$ cat config.mk
export PLATFORM = sky130hd
export DESIGN_NAME = pwm_dual_sync
export DESIGN_NICKNAME = d
export VERILOG_FILES = /design/src/rtl/pwm_pkg.sv /design/src/rtl/pwm_chan_regs.sv /design/src/rtl/pwm_chan_gen.sv /design/src/rtl/pwm_dual_sync.sv
export SDC_FILE = /design/constraint.sdc
export NUM_CORES = 1
export LEC_CHECK = 0
export CAP_MARGIN = 40
export CORE_MARGIN = 5
export CORE_UTILIZATION = 65
export DETAILED_ROUTE_END_ITERATION = 12
export DONT_BUFFER_PORTS = 1
export PLACE_DENSITY = 0.86
export SLEW_MARGIN = 0
export SYNTH_ARGS = -nofsm -noshare
export SYNTH_HDL_FRONTEND = slang
export SYNTH_SLANG_ARGS = --single-unit
export TNS_END_PERCENT = 50
$ cat constraint.sdc
create_clock -name clk -period 4.2 [get_ports clk]
set_input_delay 0 -clock clk [delete_from_list [all_inputs] [get_ports clk]]
set_output_delay 0 -clock clk [all_outputs]
set_load 0.005 [all_outputs]
$ cat src/rtl/pwm_pkg.sv
// Shared types for the dual PWM: active control fields and register slot codes.
package pwm_pkg;
    // Active control bits, packed so bit 0 is enable.
    typedef struct packed {
        logic stop_now;
        logic autold;
        logic inv;
        logic en;
    } ctl_t;

    // Register slot inside a channel window (byte offset / 4).
    typedef enum logic [1:0] {
        SLOT_CTL  = 2'd0,
        SLOT_PRE  = 2'd1,
        SLOT_PER  = 2'd2,
        SLOT_DUTY = 2'd3
    } slot_e;
endpackage

$ cat src/rtl/pwm_chan_regs.sv
// Staged and active register copies for one PWM channel.
// Assumes: wr_en is already qualified with this channel's window; running and
// period_end come from this channel's counter in the same cycle.
module pwm_chan_regs
    import pwm_pkg::*;
#(
    parameter int PRE_W  = 10,
    parameter int PER_W  = 12,
    parameter int DATA_W = 32
) (
    input  logic              clk,
    input  logic              rst_n,
    input  logic              wr_en,
    input  slot_e             wr_slot,
    input  logic [DATA_W-1:0] wr_data,
    input  logic              running,
    input  logic              period_end,
    output ctl_t              act_ctl,
    output logic [PRE_W-1:0]  act_pre,
    output logic [PER_W-1:0]  act_per,
    output logic [PER_W-1:0]  act_duty,
    output logic [3:0]        sh_ctl,
    output logic [PRE_W-1:0]  sh_pre,
    output logic [PER_W-1:0]  sh_per,
    output logic [PER_W-1:0]  sh_duty,
    output logic [3:0]        pend
);
    logic ld_pre_q, ld_per_q;
    logic wr_ctl, wr_pre, wr_per, wr_duty;
    logic tr_pre, tr_per, tr_duty;

    assign wr_ctl  = wr_en && (wr_slot == SLOT_CTL);
    assign wr_pre  = wr_en && (wr_slot == SLOT_PRE);
    assign wr_per  = wr_en && (wr_slot == SLOT_PER);
    assign wr_duty = wr_en && (wr_slot == SLOT_DUTY);

    // Transfer conditions: idle channel, autoload at period end, or one-shot load.
    assign tr_duty = !running || (act_ctl.autold && period_end);
    assign tr_pre  = tr_duty || ld_pre_q;
    assign tr_per  = tr_duty || ld_per_q;

    // Control staging, one-cycle apply and one-shot load requests.
    always_ff @(posedge clk) begin
        if (!rst_n) begin
            sh_ctl   <= '0;
            act_ctl  <= '0;
            ld_pre_q <= 1'b0;
            ld_per_q <= 1'b0;
            pend[0]  <= 1'b0;
        end else begin
            act_ctl  <= ctl_t'(sh_ctl);
            pend[0]  <= wr_ctl;
            ld_pre_q <= wr_ctl && wr_data[4];
            ld_per_q <= wr_ctl && wr_data[5];
            if (wr_ctl) sh_ctl <= wr_data[3:0];
        end
    end

    // Prescaler staging and transfer.
    always_ff @(posedge clk) begin
        if (!rst_n) begin
            sh_pre  <= '0;
            act_pre <= '0;
            pend[1] <= 1'b0;
        end else begin
            if (tr_pre) act_pre <= sh_pre;
            if (wr_pre) begin
                sh_pre  <= wr_data[PRE_W-1:0];
                pend[1] <= 1'b1;
            end else if (tr_pre) begin
                pend[1] <= 1'b0;
            end
        end
    end

    // Period staging and transfer.
    always_ff @(posedge clk) begin
        if (!rst_n) begin
            sh_per  <= '0;
            act_per <= '0;
            pend[2] <= 1'b0;
        end else begin
            if (tr_per) act_per <= sh_per;
            if (wr_per) begin
                sh_per  <= wr_data[PER_W-1:0];
                pend[2] <= 1'b1;
            end else if (tr_per) begin
                pend[2] <= 1'b0;
            end
        end
    end

    // Duty staging and transfer.
    always_ff @(posedge clk) begin
        if (!rst_n) begin
            sh_duty  <= '0;
            act_duty <= '0;
            pend[3]  <= 1'b0;
        end else begin
            if (tr_duty) act_duty <= sh_duty;
            if (wr_duty) begin
                sh_duty <= wr_data[PER_W-1:0];
                pend[3] <= 1'b1;
            end else if (tr_duty) begin
                pend[3] <= 1'b0;
            end
        end
    end

    AST_CTL_PEND_ONE: assert property (@(posedge clk) disable iff (!rst_n)
        pend[0] && !wr_ctl |=> !pend[0]);
    AST_IDLE_DRAIN: assert property (@(posedge clk) disable iff (!rst_n)
        !running && !wr_duty |=> !pend[3]);
    AST_AUTO_LOAD: assert property (@(posedge clk) disable iff (!rst_n)
        running && act_ctl.autold && period_end |=> act_duty == $past(sh_duty));
    AST_HOLD_NOAUTO: assert property (@(posedge clk) disable iff (!rst_n)
        running && !act_ctl.autold && !ld_pre_q |=> $stable(act_pre));
endmodule

$ cat src/rtl/pwm_chan_gen.sv
// Counter and output stage for one PWM channel.
// Assumes: the active values only change at edges decided by pwm_chan_regs.
module pwm_chan_gen
    import pwm_pkg::*;
#(
    parameter int PRE_W = 10,
    parameter int PER_W = 12
) (
    input  logic             clk,
    input  logic             rst_n,
    input  ctl_t             act_ctl,
    input  logic [PRE_W-1:0] act_pre,
    input  logic [PER_W-1:0] act_per,
    input  logic [PER_W-1:0] act_duty,
    output logic             running,
    output logic             period_end,
    output logic             pwm_out
);
    logic [PRE_W-1:0] pc;
    logic [PER_W-1:0] cnt;
    logic             tick;

    assign tick       = (pc >= act_pre);
    assign period_end = running && tick && (cnt >= act_per);
    assign pwm_out    = (running && (cnt < act_duty)) ^ act_ctl.inv;

    // Start, stop and count sequencing.
    always_ff @(posedge clk) begin
        if (!rst_n) begin
            running <= 1'b0;
            pc      <= '0;
            cnt     <= '0;
        end else if (!running) begin
            pc      <= '0;
            cnt     <= '0;
            running <= act_ctl.en;
        end else if (!act_ctl.en && act_ctl.stop_now) begin
            pc      <= '0;
            cnt     <= '0;
            running <= 1'b0;
        end else if (period_end) begin
            pc      <= '0;
            cnt     <= '0;
            running <= act_ctl.en;
        end else if (tick) begin
            pc      <= '0;
            cnt     <= cnt + 1'b1;
        end else begin
            pc      <= pc + 1'b1;
        end
    end

    AST_STOP_IMM: assert property (@(posedge clk) disable iff (!rst_n)
        running && !act_ctl.en && act_ctl.stop_now |=> !running);
    AST_IDLE_LEVEL: assert property (@(posedge clk) disable iff (!rst_n)
        !running |-> pwm_out == act_ctl.inv);
    AST_WRAP: assert property (@(posedge clk) disable iff (!rst_n)
        period_end |=> cnt == '0);
    AST_DUTY_ZERO: assert property (@(posedge clk) disable iff (!rst_n)
        running && act_duty == '0 |-> pwm_out == act_ctl.inv);
endmodule

$ cat src/rtl/pwm_dual_sync.sv
// Dual PWM top: address decode, read mux and the per-channel instances.
// Assumes: single clock; word-aligned register port with combinational reads.
module pwm_dual_sync
    import pwm_pkg::*;
#(
    parameter int NUM_CH = 2,
    parameter int PRE_W  = 10,
    parameter int PER_W  = 12
) (
    input  logic              clk,
    input  logic              rst_n,
    input  logic              bus_wr,
    input  logic [6:0]        bus_addr,
    input  logic [31:0]       bus_wdata,
    output logic [31:0]       bus_rdata,
    output logic [NUM_CH-1:0] pwm_out
);
    localparam int DATA_W  = 32;
    localparam int STAT_SH = 8;
    localparam logic [4:0] STAT_WORD = 5'h10;

    logic             in_win;
    logic [1:0]       win_idx;
    slot_e            slot;
    logic [3:0]       sh_ctl   [NUM_CH];
    logic [PRE_W-1:0] sh_pre   [NUM_CH];
    logic [PER_W-1:0] sh_per   [NUM_CH];
    logic [PER_W-1:0] sh_duty  [NUM_CH];
    logic [3:0]       pend     [NUM_CH];

    assign in_win  = !bus_addr[6];
    assign win_idx = bus_addr[5:4];
    assign slot    = slot_e'(bus_addr[3:2]);

    for (genvar c = 0; c < NUM_CH; c++) begin : g_ch
        ctl_t             act_ctl;
        logic [PRE_W-1:0] act_pre;
        logic [PER_W-1:0] act_per, act_duty;
        logic             running, period_end, sel;

        assign sel = bus_wr && in_win && (win_idx == 2'(c));

        pwm_chan_regs #(.PRE_W(PRE_W), .PER_W(PER_W), .DATA_W(DATA_W)) u_regs (
            .clk(clk), .rst_n(rst_n), .wr_en(sel), .wr_slot(slot), .wr_data(bus_wdata),
            .running(running), .period_end(period_end), .act_ctl(act_ctl),
            .act_pre(act_pre), .act_per(act_per), .act_duty(act_duty),
            .sh_ctl(sh_ctl[c]), .sh_pre(sh_pre[c]), .sh_per(sh_per[c]),
            .sh_duty(sh_duty[c]), .pend(pend[c])
        );

        pwm_chan_gen #(.PRE_W(PRE_W), .PER_W(PER_W)) u_gen (
            .clk(clk), .rst_n(rst_n), .act_ctl(act_ctl), .act_pre(act_pre),
            .act_per(act_per), .act_duty(act_duty), .running(running),
            .period_end(period_end), .pwm_out(pwm_out[c])
        );
    end

    // Read mux: channel windows, status word, zero elsewhere.
    always_comb begin
        bus_rdata = '0;
        if (bus_addr[6:2] == STAT_WORD) begin
            for (int c = 0; c < NUM_CH; c++) begin
                bus_rdata[c*STAT_SH +: 4] = pend[c];
            end
        end else if (in_win) begin
            for (int c = 0; c < NUM_CH; c++) begin
                if (win_idx == 2'(c)) begin
                    case (slot)
                        SLOT_CTL:  bus_rdata[3:0]       = sh_ctl[c];
                        SLOT_PRE:  bus_rdata[PRE_W-1:0] = sh_pre[c];
                        SLOT_PER:  bus_rdata[PER_W-1:0] = sh_per[c];
                        default:   bus_rdata[PER_W-1:0] = sh_duty[c];
                    endcase
                end
            end
        end
    end
endmodule

; ---- Yosys cells after proc, flatten, opt, wreduce, memory -nomap -nowiden
; Index checks and enable logic that the tools add are counted.
[word_totals]
regBits = 210
input_bits = 42
out_inout_bits = 34
[classes]
add_sub_neg = 4
magnitude_cmp = 6
eq_ne = 5
muxes = 30
bitwise = 5
reduce_logical = 49
[op_table]
columns = cell, count
row1 = $mux W12, 3
row2 = $pmux W6 S3, 2
row3 = $logic_and A1 B1 Y1, 25
row4 = $add A12 B1 Y12 const B, 2
row5 = $ge A12 B12 Y1, 2
row6 = $lt A12 B12 Y1, 2
row7 = $pmux W4 S3, 2
row8 = $add A10 B1 Y10 const B, 2
row9 = $ge A10 B10 Y1, 2
row10 = $mux W1, 18
row11 = $mux W4, 3
row12 = $reduce_bool A2 Y1, 6
row13 = $reduce_or A5 Y1, 2
row14 = $pmux W2 S2, 2
row15 = $reduce_or A4 Y1, 2
row16 = $logic_or A1 B1 Y1, 6
row17 = $eq A5 B5 Y1 const B, 1
row18 = $logic_not A1 Y1, 5
row19 = $eq A2 B1 Y1 const B, 2
row20 = $eq A2 B2 Y1 const B, 2
row21 = $logic_not A2 Y1, 2
row22 = $not A1 Y1, 3
row23 = $reduce_or A2 Y1, 1
row24 = $xor A1 B1 Y1, 2

; ---- Logic depth before layout (Yosys ltp)
[logic_depth]
word_depth = 8
depth_mapped = 11
mapped_depth_nobuf = 8

; ---- Cells and area by module
; Synthesis repeated with hierarchy kept, for this count alone.
[unflattened]
cells_unflattened = 1232
hier_area_um2 = 10492.6
[modules_own_cells]
columns = module, instances, cells_per_inst, area_each_um2, seq_area_each_um2
row1 = pwm_chan_regs, 2, 322, 2910.3, 1641.6
row2 = pwm_chan_gen, 2, 230, 1836.8, 460.4
row3 = pwm_dual_sync, 1, 128, 998.5, 0.0

; ---- Worst setup path before layout
; Ideal clock, no wire load.
[synth_timing]
path_type = register -> register
start = register g_ch[0].u_regs.act_pre[7]
end = register g_ch[0].u_regs.act_per[10]
arrival_time_ns = 2.472
required_time_ns = 4.128
setup_slack_ns = 1.657
path_stages_with_launch = 12
synth_period_minus_slack_ns = 2.543
path_cell_list = dfxtp_1 -> inv_1 -> ha_1 -> a211oi_2 -> nor2_1 -> or3_1 -> buf_2 -> or2_1 -> buf_6 -> a311oi_4 -> buf_6 -> mux2i_1
[synth_via]
elab_chain_len = 6
[synth_lines]
columns = item, line_no
row1 = from (decl), pwm_chan_regs.sv:19  ; output logic [PRE_W-1:0] act_pre,
row2 = from (signal assigned), pwm_chan_regs.sv:66  ; if (tr_pre) act_pre <= sh_pre;
row3 = $ge A10 B10 Y1, pwm_chan_gen.sv:23  ; assign tick = (pc >= act_pre);
row4 = $logic_and A1 B1 Y1 (2 in a row), pwm_chan_gen.sv:24  ; assign period_end = running && tick && (cnt >= act_per);
row5 = $logic_and A1 B1 Y1, pwm_chan_regs.sv:38  ; assign tr_duty = !running || (act_ctl.autold && period_end);
row6 = $logic_or A1 B1 Y1, pwm_chan_regs.sv:38
row7 = $logic_or A1 B1 Y1, pwm_chan_regs.sv:40  ; assign tr_per = tr_duty || ld_per_q;
row8 = to (signal assigned), pwm_chan_regs.sv:83  ; if (tr_per) act_per <= sh_per;
row9 = to (decl), pwm_chan_regs.sv:20  ; output logic [PER_W-1:0] act_per,
; Every way passes these cells.
; A chain may end at the register's enable or synchronous reset.

; ---- Worst setup path in the final report
[layout_timing]
start = register g_ch[1].u_regs.act_pre[7]
end = register g_ch[1].u_regs.act_duty[2]
[layout_via]
elab_chain_len = 5
[layout_lines]
columns = item, line_no
row1 = from (decl), pwm_chan_regs.sv:19
row2 = from (signal assigned), pwm_chan_regs.sv:66
row3 = $ge A10 B10 Y1, pwm_chan_gen.sv:23
row4 = $logic_and A1 B1 Y1 (2 in a row), pwm_chan_gen.sv:24
row5 = $logic_and A1 B1 Y1, pwm_chan_regs.sv:38
row6 = $logic_or A1 B1 Y1, pwm_chan_regs.sv:38
row7 = to (signal assigned), pwm_chan_regs.sv:100  ; if (tr_duty) act_duty <= sh_duty;
row8 = to (decl), pwm_chan_regs.sv:21  ; output logic [PER_W-1:0] act_duty,
; Every way passes these cells.

==> summary by stage <==
Pwr
The cell leakage power is 4.12 nW. The internal power of the cells totals 3.24 mW. The maximum ir drop on the vdd rail is about 340 uV. The relative contribution of sequential cells to total power is roughly half. The switching portion of total power is between 20 and 25%. The combinational power share is under 10%. In this run, the clock network consumes 48.2% of the power. The switching power summed over all nets is about 910 uW. The power density over cell area is 356 nW/um2.

Route
The highest layer touched by signal routing is met5. For this block, the routed nets add up to 27000 um of wire. The iteration-0 DRC count of the detailed router is 1029. The final routed wire length divided by cell count is ~18 um. The routed length on met2 is roughly 12000 um.

In the routed design, unresolved DRC markers number 0. After detailed routing, the wire length on met1 is 10900 um. The iteration count of the initial detailed-routing pass is 6. The number of antenna-violating nets in the routed design is 0. Summed over all nets, wire length on met3 after detailed routing comes to 2610 um. The final route contains just under 9000 vias. Dividing the detail-routed via count by the number of cells gives 6.05.

Worst setup path
The kind of end point of the critical path is a flip-flop. STA classifies the critical path startpoint as a flip-flop. The worst setup path is of the flip-flop to flip-flop kind. The worst reg-to-reg path cell count is 9.

The worst endpoint data arrival time is about 3.6 ns. The largest fanout of any net on the critical path is 13. The data required time of the critical path is 4.63 ns.

Yosys
Counting flops with an async set or reset pin after synthesis yields a share of 0%. Synthesis handed over a netlist of about 1200 instances. The post-synthesis simple-gate area fraction is between 10% and 20%. The count of yosys warnings during synthesis is 0.

The adder and majority gate portion of the synthesized area is ~8.2%. The fraction of the mapped netlist area in compound gates is 13.7%. In this run, synthesis produced a sequential element count of 210.

The number of distinct library cells after synthesis is between 50 and 60. The number of enable-type register cells in the synthesized netlist is 0. The mean instance size in the synthesized netlist is about 8.6 um2.

The mux contribution to synthesized area is between 10% and 20%. The largest family of logic cells by synthesized area is simple AND/OR/NAND/NOR gates. Of the total synthesized cell area, the portion taken by XOR and XNOR cells is 2.96%. The most common flop cell mapped by yosys is sky130_fd_sc_hd__dfxtp_1. Sequential elements use a little under 40% of the synthesized area. The cell area that synthesis handed to floorplanning was between 10000 and 15000 um2.

Floorplan
The die is 138 um tall. The starting density of the core is approximately two thirds. The floorplan has 46 rows. The width of the die is about 140 um.

Pin placement for this block handled 76 I/O pins. The floorplan step defined a core boundary enclosing 16000 um2. The die covers ~19000 um2.

Hold path
Along the worst hold path, the cell count comes to 3. The classification of the worst-slack hold path is input port to flip-flop.

Clock network
The TritonCTS clock tree is built. The number of sinks on the clock net is 210. In this run the number of H-tree levels came out at 1. The number of clock buffers added by TritonCTS is 22. After clock tree synthesis, the clock-pin slew on the worst setup and hold paths is 0.06 ns. At the later pin of the worst-skew pair, clock insertion delay measures ~0.51 ns. The post-cts sizing count is 0.

The clock tree buffer depth is 3. Clock tree synthesis selected as its root buffer the cell sky130_fd_sc_hd__clkbuf_16.

Outcome
The flow ran to the end, but the final reports show violations. The checks that failed: hold timing.

GRT
The via count of the first global-routing pass is approximately 8600. The overall overflow remaining after global route is 0. The first global-routing pass estimated 44000 um of wire. The total routing usage reported by global routing is a little under 30%.

Entering global routing, the biggest net connects 230 pins. The number of antenna violations at the first check in global routing is 2.

STA
The number of pins exceeding their max-slew limit in the final report is 0. Setup total negative slack on the finished layout was measured at 0 ns. The total count of hold-check failures in the final report is 1. Based on the critical path, the design can be clocked at up to roughly 0.32 GHz. For the pin with the worst max-slew slack, the measured transition is around 0.94 ns. The tightest hold path in the finished design has a slack of -0.00357 ns. In this run the tightest slew margin relative to its limit is between 30% and 40%. The number of setup violations in the final report is 0. Setup repair after global routing left no endpoint under its margin. The clock arrives with roughly 0.012 ns of skew. The share of the cycle needed by the critical path after routing is approximately 76%. The final critical-path required period is around 3.2 ns.

Place
The last weighted congestion value of the routability-driven placer is a little under 0.9. The number of port buffers is 0. The HPWL after detailed placement is between 15000 and 20000 um. The number of placed instances, taps included, is between 1000 and 1500.

Layout
The most common cell after layout, fill and taps aside is sky130_fd_sc_hd__nand2_1. The count of non-filler cells in the finished layout is around 1500. The layout cell share with drive strength beyond 1 is 6.16%. The top cell types in the final layout, fill and taps aside, are sky130_fd_sc_hd__nand2_1, sky130_fd_sc_hd__dfxtp_1, sky130_fd_sc_hd__mux2i_1. The final-stage net count is approximately 1300. The area growth from synthesis to layout is 9.22%.

Run
The max-capacitance violation count is 0.
==> through the flow <==
stage / total power [mW] / area [um2] / util [%] / hold WS [ns] / worst slack [ns]
floorplan: 2.17 / 10700 / - / 0.0647 / 1.66
global placement: 2.12 / 10600 / 66.2 / 0.0762 / 1.18
detailed placement: 2.13 / 10600 / 66.4 / 0.0756 / 1.14
CTS: 4.14 / 11600 / 72.7 / 0.00389 / 1.06
global route: 4.25 / 11600 / 72.7 / 0.0441 / 0.838
finish: 4.15 / 11600 / 72.7 / -0.00357 / 1.03
==> cells in the mapped netlist, types with 7 or more instances <==
cell                        count  area share (%)
sky130_fd_sc_hd__mux2i_1       83             7.8
sky130_fd_sc_hd__xnor2_1       12            0.99
sky130_fd_sc_hd__nand2b_1       9            0.53
sky130_fd_sc_hd__a21o_1        14            0.99
sky130_fd_sc_hd__clkbuf_1      50             1.8
sky130_fd_sc_hd__inv_1         78             2.7
sky130_fd_sc_hd__mux4_2        10             2.1
sky130_fd_sc_hd__a21boi_0      69             4.9
sky130_fd_sc_hd__dfxtp_1      210              39
sky130_fd_sc_hd__nand2_1      307              11
sky130_fd_sc_hd__and2_1        12            0.70
sky130_fd_sc_hd__nand3_1       18            0.85
sky130_fd_sc_hd__o2111ai_1      7            0.58
sky130_fd_sc_hd__buf_1          7            0.25
sky130_fd_sc_hd__a21oi_1       22             1.0
sky130_fd_sc_hd__o22a_1        10            0.82
sky130_fd_sc_hd__ha_1          70             8.2
sky130_fd_sc_hd__xor2_1        24             2.0
sky130_fd_sc_hd__and3_1        18             1.1
sky130_fd_sc_hd__a211oi_1      10            0.70
sky130_fd_sc_hd__buf_4         24             1.7
sky130_fd_sc_hd__o21ai_0       20            0.94
sky130_fd_sc_hd__nor2_1        70             2.5
sky130_fd_sc_hd__a31o_2         8            0.66
==> critical path: stages (launching register included) <==
cell,delay (ns)
sky130_fd_sc_hd__dfxtp_1,0.33
sky130_fd_sc_hd__inv_1,0.05
sky130_fd_sc_hd__ha_1,0.31
sky130_fd_sc_hd__a211oi_1,0.23
sky130_fd_sc_hd__nor2_1,0.08
sky130_fd_sc_hd__or3_1,0.56
sky130_fd_sc_hd__a2bb2oi_1,0.28
sky130_fd_sc_hd__a21boi_1,0.72
sky130_fd_sc_hd__buf_4,0.32
sky130_fd_sc_hd__mux2i_1,0.21
==> sequential cells by signal, summed over array words and instances (netlist names) <==
name and count:
g_ch.u_gen.cnt 24, g_ch.u_gen.pc 20, g_ch.u_gen.running 2, g_ch.u_regs.act_ctl 8
g_ch.u_regs.act_duty 24, g_ch.u_regs.act_per 24, g_ch.u_regs.act_pre 20, g_ch.u_regs.ld_per_q 2
g_ch.u_regs.ld_pre_q 2, g_ch.u_regs.pend 8, g_ch.u_regs.sh_ctl 8, g_ch.u_regs.sh_duty 24
g_ch.u_regs.sh_per 24, g_ch.u_regs.sh_pre 20
==> layer usage <==
layer	up-vias	GRT usage, %
li1	4140	-
met2	427	47.2
met5	-	0
met1	4199	38.5
met4	2	10.3
met3	96	6.20
==> power groups by stage <==
stage / logic, mW / registers [mW] / clock network, mW
5_1_grt: 0.150 / 2.01 / 2.09
4_1_cts: 0.134 / 2.01 / 2.00
2_1_floorplan: 0.116 / 2.05 / 0
3_3_place_gp: 0.0709 / 2.05 / 0
3_5_place_dp: 0.0729 / 2.05 / 0
6_report: 0.140 / 2.01 / 2.00
==> what timing repair did <==
| action | CTS | global route |
|---|---|---|
| hold endpoints to repair | 167 | 0 |
| endpoints found under the setup margin | 0 | 0 |
| hold buffers | 25 | 0 |
| buffers inserted | 0 | 0 |
==> area by class of cell <==
| type | count | area, um2 |
|---|---|---|
| antenna | 1 | 2.50 |
| multi-input combinational | 886 | 5790 |
| inverter | 78 | 293 |
| tap | 216 | 270 |
| fill | 1126 | 4370 |
| clock inverter | 12 | 138 |
| timing repair buffer | 35 | 343 |
| sequential | 210 | 4200 |
| clock buffer | 28 | 594 |
==> kinds of logic (layout without fill, tap and decap cells) <==
logic type               count (synthesis)  count (layout)
flip-flops                             210             210
buffers and inverters                  165             153
other                                    1              21
multiplexers                            97              97
AO/OA/AOI/OAI                          196             196
adder cells (fa/ha/maj)                 70              70
AND/OR/NAND/NOR                        467             467
XOR/XNOR                                36              36
==> path summary, 6_finish.rpt <==
kind | to | start | slack, ns
setup / recovery | g_ch[1].u_regs.act_duty[2] | g_ch[1].u_regs.act_pre[7] | 1.03
hold / removal | g_ch[1].u_regs.act_duty[6] | rst_n | -0.004
setup reg to reg | g_ch[1].u_regs.act_duty[2] | g_ch[1].u_regs.act_pre[7] | 1.03
hold reg to reg | g_ch[1].u_regs.act_per[10] | g_ch[1].u_regs.act_per[10] | 0.46
(Power assumes the default switching activity.)
